[config.mk]
export PLATFORM = sky130hd
export DESIGN_NAME = adc_trig_select
export DESIGN_NICKNAME = d
export VERILOG_FILES = /design/src/rtl/adc_trig_pkg.sv /design/src/rtl/ftc_shadow_reg.sv /design/src/rtl/ftc_dir_match.sv /design/src/rtl/trig_src_mux.sv /design/src/rtl/adc_trig_select.sv
export SDC_FILE = /design/constraint.sdc
export NUM_CORES = 1
export LEC_CHECK = 0
export BUFFER_PORTS_ARGS = -buffer_cell sky130_fd_sc_hd__buf_2
export CAP_MARGIN = 20
export CORE_MARGIN = 2
export CORE_UTILIZATION = 47
export DETAILED_ROUTE_END_ITERATION = 12
export GPL_TIMING_DRIVEN = 0
export PLACE_DENSITY_LB_ADDON = 0.12
export SLEW_MARGIN = 20
export SYNTH_ARGS = -nofsm -noshare
export SYNTH_HDL_FRONTEND = slang
export SYNTH_HIERARCHICAL = 1
export SYNTH_SLANG_ARGS = --single-unit
[constraint.sdc]
create_clock -name clk -period 2.1 [get_ports clk]
set_input_delay 0.105 -clock clk [delete_from_list [all_inputs] [get_ports clk]]
set_output_delay 0.105 -clock clk [all_outputs]
set_load 0.05 [all_outputs]
[src/rtl/adc_trig_pkg.sv]
package adc_trig_pkg;

    localparam int SRC_W   = 4;
    localparam int N_CONDS = 5;

    typedef enum logic [SRC_W-1:0] {
        SRC_E_ZERO = 4'd0,
        SRC_E_PRD  = 4'd1,
        SRC_E_ZOP  = 4'd2,
        SRC_E_CUP  = 4'd3,
        SRC_E_CDN  = 4'd4,
        SRC_O_ZERO = 4'd5,
        SRC_O_PRD  = 4'd6,
        SRC_O_ZOP  = 4'd7,
        SRC_O_CUP  = 4'd8,
        SRC_O_CDN  = 4'd9,
        SRC_F0_UP  = 4'd10,
        SRC_F0_DN  = 4'd11,
        SRC_F1_UP  = 4'd12,
        SRC_F1_DN  = 4'd13,
        SRC_F2_UP  = 4'd14,
        SRC_F2_DN  = 4'd15
    } trig_src_e;

    // Per-channel event strobes
    typedef struct packed {
        logic zero;
        logic prd;
        logic cmp_up;
        logic cmp_dn;
    } chan_ev_t;

    // First free-comparator code, shifted right by one (10 >> 1)
    localparam int FREE_CODE_HALF = 5;

endpackage

[src/rtl/ftc_shadow_reg.sv]
module ftc_shadow_reg #(
    parameter int CMP_W = 16
) (
    input  logic             clk,
    input  logic             rst_n,
    input  logic             wr_en,
    input  logic [CMP_W-1:0] wr_data,
    input  logic             load,
    output logic [CMP_W-1:0] act_val
);

    typedef struct packed {
        logic [CMP_W-1:0] pend;
        logic [CMP_W-1:0] act;
    } shd_t;

    shd_t st_d, st_q;

    always_comb begin
        st_d = st_q;
        // the load takes the value that was pending before this cycle's write
        if (load)  st_d.act  = st_q.pend;
        if (wr_en) st_d.pend = wr_data;
    end

    always_ff @(posedge clk or negedge rst_n) begin
        if (!rst_n) st_q <= '0;
        else        st_q <= st_d;
    end

    assign act_val = st_q.act;


    act_hold_chk: assert property (@(posedge clk) disable iff (!rst_n)
        !load |=> $stable(act_val));


    act_load_chk: assert property (@(posedge clk) disable iff (!rst_n)
        load |=> (act_val == $past(st_q.pend)));

endmodule

[src/rtl/ftc_dir_match.sv]
module ftc_dir_match #(
    parameter int CMP_W = 16
) (
    input  logic             clk,
    input  logic             rst_n,
    input  logic [CMP_W-1:0] cnt_val,
    input  logic             cnt_up,
    input  logic [CMP_W-1:0] cmp_val,
    output logic             fire_up,
    output logic             fire_dn
);

    typedef struct packed {
        logic hit_up;
        logic hit_dn;
    } hit_t;

    hit_t h_d, h_q;
    logic eq;

    always_comb begin
        eq          = (cnt_val == cmp_val);
        h_d.hit_up  = eq &&  cnt_up;
        h_d.hit_dn  = eq && !cnt_up;
        // fire only on arrival, not while the counter dwells on the value
        fire_up     = h_d.hit_up && !h_q.hit_up;
        fire_dn     = h_d.hit_dn && !h_q.hit_dn;
    end

    always_ff @(posedge clk or negedge rst_n) begin
        if (!rst_n) h_q <= '0;
        else        h_q <= h_d;
    end

endmodule

[src/rtl/trig_src_mux.sv]
module trig_src_mux
    import adc_trig_pkg::*;
#(
    parameter int PAIR_ID = 0
) (
    input  logic [SRC_W-1:0] src_sel,
    input  chan_ev_t         ev_even,
    input  chan_ev_t         ev_odd,
    input  logic             fire_up,
    input  logic             fire_dn,
    output logic             hit
);

    localparam int FREE_BASE = FREE_CODE_HALF + PAIR_ID;
    localparam int N_CH      = 2;

    logic [N_CONDS-1:0] cond [N_CH];
    chan_ev_t           ev_arr [N_CH];

    assign ev_arr[0] = ev_even;
    assign ev_arr[1] = ev_odd;

    genvar ch;
    generate
        for (ch = 0; ch < N_CH; ch++) begin : g_ch
            always_comb begin
                cond[ch][0] = ev_arr[ch].zero;
                cond[ch][1] = ev_arr[ch].prd;
                cond[ch][2] = ev_arr[ch].zero | ev_arr[ch].prd;
                cond[ch][3] = ev_arr[ch].cmp_up;
                cond[ch][4] = ev_arr[ch].cmp_dn;
            end
        end
    endgenerate

    always_comb begin
        hit = 1'b0;
        if (src_sel < SRC_W'(N_CONDS)) begin
            hit = cond[0][src_sel[2:0]];
        end else if (src_sel < SRC_W'(2*N_CONDS)) begin
            hit = cond[1][3'(src_sel - SRC_W'(N_CONDS))];
        end else if (src_sel[SRC_W-1:1] == (SRC_W-1)'(FREE_BASE)) begin
            hit = src_sel[0] ? fire_dn : fire_up;
        end
    end

endmodule

[src/rtl/adc_trig_select.sv]
module adc_trig_select
    import adc_trig_pkg::*;
#(
    parameter int CNT_W   = 16,
    parameter int PAIR_ID = 0
) (
    input  logic             clk,
    input  logic             rst_n,
    input  logic             trig_en,
    input  logic [3:0]       src_sel,
    input  logic             ev_even_zero,
    input  logic             ev_even_prd,
    input  logic             ev_even_cmpu,
    input  logic             ev_even_cmpd,
    input  logic             ev_odd_zero,
    input  logic             ev_odd_prd,
    input  logic             ev_odd_cmpu,
    input  logic             ev_odd_cmpd,
    input  logic [CNT_W-1:0] cnt_val,
    input  logic             cnt_up,
    input  logic             ftc_wr,
    input  logic [CNT_W-1:0] ftc_wdata,
    input  logic             flag_clr,
    output logic             adc_trig,
    output logic             trig_flag
);

    localparam int FREE_BASE = FREE_CODE_HALF + PAIR_ID;

    typedef struct packed {
        logic pulse;
        logic flag;
    } out_t;

    chan_ev_t         ev_e, ev_o;
    logic [CNT_W-1:0] ftc_act;
    logic             f_up, f_dn, sel_hit;
    out_t             o_d, o_q;

    assign ev_e = '{zero: ev_even_zero, prd: ev_even_prd, cmp_up: ev_even_cmpu, cmp_dn: ev_even_cmpd};
    assign ev_o = '{zero: ev_odd_zero,  prd: ev_odd_prd,  cmp_up: ev_odd_cmpu,  cmp_dn: ev_odd_cmpd};

    ftc_shadow_reg #(.CMP_W(CNT_W)) u_shadow (
        .clk     (clk),
        .rst_n   (rst_n),
        .wr_en   (ftc_wr),
        .wr_data (ftc_wdata),
        .load    (ev_even_zero),
        .act_val (ftc_act)
    );

    ftc_dir_match #(.CMP_W(CNT_W)) u_match (
        .clk     (clk),
        .rst_n   (rst_n),
        .cnt_val (cnt_val),
        .cnt_up  (cnt_up),
        .cmp_val (ftc_act),
        .fire_up (f_up),
        .fire_dn (f_dn)
    );

    trig_src_mux #(.PAIR_ID(PAIR_ID)) u_mux (
        .src_sel (src_sel),
        .ev_even (ev_e),
        .ev_odd  (ev_o),
        .fire_up (f_up),
        .fire_dn (f_dn),
        .hit     (sel_hit)
    );

    always_comb begin
        o_d.pulse = trig_en && sel_hit;
        o_d.flag  = o_q.flag;
        if (flag_clr)  o_d.flag = 1'b0;
        if (o_d.pulse) o_d.flag = 1'b1;
    end

    always_ff @(posedge clk or negedge rst_n) begin
        if (!rst_n) o_q <= '0;
        else        o_q <= o_d;
    end

    assign adc_trig  = o_q.pulse;
    assign trig_flag = o_q.flag;


    no_trig_when_off_chk: assert property (@(posedge clk) disable iff (!rst_n)
        !trig_en |=> !adc_trig);


    flag_with_pulse_chk: assert property (@(posedge clk) disable iff (!rst_n)
        adc_trig |-> trig_flag);


    flag_sticky_chk: assert property (@(posedge clk) disable iff (!rst_n)
        (trig_flag && !flag_clr) |=> trig_flag);


    flag_fall_chk: assert property (@(posedge clk) disable iff (!rst_n)
        $fell(trig_flag) |-> $past(flag_clr));


    other_pair_quiet_chk: assert property (@(posedge clk) disable iff (!rst_n)
        ((src_sel[3:1] >= 3'(FREE_CODE_HALF)) && (src_sel[3:1] != 3'(FREE_BASE))) |=> !adc_trig);

endmodule

After elaboration in Yosys (flattened, before gate mapping) --
Cells that the tools add are included.
Word-level totals: logic and storage cells 34, register bits 36, input bits 50
Operators by class: eq/ne operators 2, magnitude comparators 4, mux-type cells 10, add/subtract/negate cells 1, reduce and logical (&&, ||, !) cells 9, bitwise operators 2
Operators with widths (count):
- 16-bit equality test | 1
- 3-bit by 4-bit < comparator with 1-bit output, second input constant | 2
- 1-bit two-way mux | 8
- 1-bit binary-select mux with 3-bit select | 2
- 1-bit logical AND | 5
- 4-bit by 3-bit < comparator with 1-bit output, second input constant | 1
- 4-bit < comparator, second input constant | 1
- 3-bit equality test, second input constant | 1
- 1-bit logical NOT | 3
- 3-bit subtractor, second input constant | 1
- 1-bit bitwise OR | 2
- 2-bit nonzero test | 1

Longest topological paths before layout --
depth after elaboration 9, gate-level depth with buffers 10, depth with buffers taken out 9

By module --
The synthesis kept the hierarchy.
Modules (own cells, without submodules):
- ftc_shadow_reg | seq. area each 800.8 um^2, cells each 84, instances 1, area each 1418.9 um^2
- ftc_dir_match | seq. area each 50.0 um^2, cells each 28, instances 1, area each 242.7 um^2
- trig_src_mux | seq. area each 0.0 um^2, cells each 22, instances 1, area each 161.4 um^2
- adc_trig_select | seq. area each 50.0 um^2, cells each 5, instances 1, area each 70.1 um^2

Least setup slack after synthesis --
No wires, ideal clock.
kind register to register, from register u_shadow.st_q (netlist bit u_shadow/act_val[9]), to register o_q (netlist bit trig_flag), stages on the path, launching flop included 11, setup slack 0.143 ns, data arrival time 1.892 ns, buffers on the path 1, path through dfrtp_1 -> buf_4 -> xor2_1 -> nor4_1 -> nand4_1 -> nor3_1 -> mux2i_1 -> a211oi_1 -> o221a_1 -> and2_4 -> a21o_1
RTL lines:
- from (decl) | RTL line ftc_shadow_reg.sv:17 | shd_t st_d, st_q;
- from (signal assigned) | RTL line ftc_shadow_reg.sv:28 | else st_q <= st_d;
- to (signal assigned) | RTL line adc_trig_select.sv:79 | if (!rst_n) o_q <= '0;
- to (signal assigned) | RTL line adc_trig_select.sv:80 | else o_q <= o_d;
- to (decl) | RTL line adc_trig_select.sv:38 | out_t o_d, o_q;

==> impl_metrics.ini <==
[global_routing]
antenna_found_initial = 0
grt_max_degree = 37
grt_first_pass_wirelength_um = 5375
grt.total_usage_pct = 16.03
grt_pass1_vias = 1184
grt_overflow = 0

[final_layout]
drive_gt1_share_pct = 59.57
nFillCells = 344
syn_to_final_growth_pct = 21.48
fin_nets = 238
regArea_um2 = 900.9
fin_util_pct = 58.33
multiInputGateArea_um2 = 847.1
n_antenna_cell = 0

[run_status]
outcome = finished clean

[route]
drt_iter0_markers = 29
wire_per_inst_um = 14.19
vias = 1166
drc = 0
antenna_left = 0
wirelength_um = 3377
first_pass_iters = 4
vias_per_cell = 4.899

[die]
io_pins = 52
die_width_um = 67.47
dieArea_mm2 = 0.004552
start_util_pct = 48.02
die_y_um = 67.47
coreArea_mm2 = 0.003943
rows = 23

[timing]
fmax_mhz = 481.9
period_needed_ns = 2.075
setup_viol = 0
tightest_slew_ns = 0.7961
setup_tns_ns = 0
hold_viol = 0
fin_crit_sh_pct = 98.82
slew_viol_final = 0
slew_headroom_pct = 46.92
timing.hold.ws_ns = 0.03687
fin_skew_ns = 0.001194
rsz0062_at_grt = true

[logic_synthesis]
yosysTopAreaCell = dfrtp_1
synth_area_mm2 = 0.001893
ys.flop_type = dfrtp_1
ys_top_cells_by_count = dfrtp_1, mux2_4, buf_4, xor2_1, mux2_2
ys_seq_elements = 36
yosysTopAreaCellShare_pct = 47.59
ys_warn_count = 6
seq_area_frac_synth_pct = 47.59
synth.avg_cell_area_um2 = 13.62
synth_area_leaders = dfrtp_1, mux2_4, xor2_1, mux2_2, buf_4
syn_inst = 139
synth_edf_count = 0
syn-num-nets = 190
async_flop_share_pct = 100.0
synthDistinctLibCells = 30
yosysMostFrequentCell = dfrtp_1

[cts]
cts_made_buffers = 5
cts_tree = done
cts_max_level = 2
clk_latency_ns = 0.27
clk_pin_slew_worst_paths_ns = 0.06
clockRootBuffer = clkbuf_8
cts_buffer_depth = 2
cts.sinks = 36

[critical_path]
path_buf_inv = 0
path_delay_family = simple AND/OR/NAND/NOR gates
cp-end-kind = flop
setup.worst_path.start_class = flop
reg2reg_slack_ns = 0.02
criticalPathCategory = flop to flop
cp_slowest_cell = dfrtp_1
cpPeakStageDelay_ns = 0.40
arrival_ns = 2.29
cp.required_ns = 2.32
path_cells = xor2_2 -> nor4_2 -> nand4_1 -> nor3_2 -> mux2i_1 -> a211oi_1 -> o221a_1 -> and2_4 -> a21o_1
path_max_fanout = 4

[power]
p_switching_mw = 0.4089
power_density_mw_per_mm2 = 725.0
p_int_mw = 1.258
pwr-share-clk_pct = 28.8
seq_power_share_pct = 49.7
finalPower_mw = 1.667
peakVddDrop_mv = 0.5176
p_leak_nw = 1.129
switching_share_pct = 24.53
comb_power_share_pct = 21.5

[place]
hpwl_um = 2537
portBuffers = 49
place_congestion = 0.7256

[min_path]
hold_path_class = input pin to flop

[job]
max-cap-violations = 0
==> kinds of logic (layout without fill, tap and decap cells) <==
kind of cell,count (synthesis),after routing,share of synthesized area (%)
multiplexers,35,35,24.59
flip-flops,36,36,47.59
AND/OR/NAND/NOR,16,16,4.560
AO/OA/AOI/OAI,10,10,4.032
buffers and inverters,25,74,11.17
adder cells (fa/ha/maj),1,1,0.6608
XOR/XNOR,16,16,7.402
==> worst paths after layout <==
kind | startpoint | cells after the start | end
worst max-delay path | u_shadow/act_val[12] | 9 | trig_flag
worst min-delay path | cnt_up | 2 | u_match/h_q[0]
worst max register to register | u_shadow/act_val[12] | 9 | trig_flag
worst min register to register | trig_flag | 1 | trig_flag
max in group asynchronous | rst_n | 2 | u_shadow/st_q[17]
min in group asynchronous | rst_n | 2 | u_shadow/act_val[14]
==> layout make-up <==
| cell class | count | share of cell area (%) |
|---|---|---|
| sequential | 36 | 39.17 |
| multi-input combinational | 78 | 36.83 |
| timing repair buffer | 55 | 12.73 |
| clock buffer | 8 | 3.917 |
| buffer | 7 | 3.863 |
| tap | 50 | 2.720 |
| inverter | 4 | 0.7617 |
==> state kept, by name, summed over array words and instances, names as in the netlist <==
name,count
trig_flag,1
u_shadow/act_val,16
u_shadow/st_q,16
adc_trig,1
u_match/h_q,2
==> routing by layer <==
metal | GRT usage, % | share of wire, % | wire [um]
met1 | 20.19 | 42 | 1422
met2 | 27.08 | 52 | 1751
met3 | 4.667 | 5.2 | 176
met4 | 3.827 | 0.80 | 27
met5 | 0 | 0 | 0
==> placed cells by master, fill, tap and decap left out, types with 2 or more instances in the layout <==
cell type,count
buf_12,2
buf_2,49
buf_4,7
buf_6,3
clkbuf_1,2
clkbuf_8,6
dfrtp_1,36
inv_1,3
mux2_2,12
mux2_4,20
mux2i_1,3
nor2_1,4
nor3_2,2
nor4_2,3
xor2_1,11
xor2_2,5
==> repair_timing <==
action / in CTS / in global routing
hold buffers: 1 / 0
endpoints found under the setup margin: 2 / 2
buffers inserted: 4 / 1
pin swaps: 13 / 3
gates resized for setup: 7 / 3
hold endpoints to repair: 36 / 0
==> power by group through the flow <==
stage	clock (mW)	sequential (mW)	combinational, mW
after floorplan	0	0.832	0.271
after global placement	0	0.825	0.375
after detailed placement	0	0.829	0.385
after CTS	0.506	0.828	0.362
after global routing	0.543	0.839	0.389
final	0.481	0.828	0.358
==> metrics by stage <==
stage | instances | setup WS (ns) | area, um^2
4_1_cts | 238 | -0.01073 | 2283
3_5_place_dp | 238 | -0.1315 | 2201
5_1_grt | 238 | -0.07543 | 2300
2_1_floorplan | 139 | 0.1426 | 1893
6_report | 238 | 0.02480 | 2300
3_3_place_gp | 238 | -0.1187 | 2201
(Power assumes the default switching activity.)
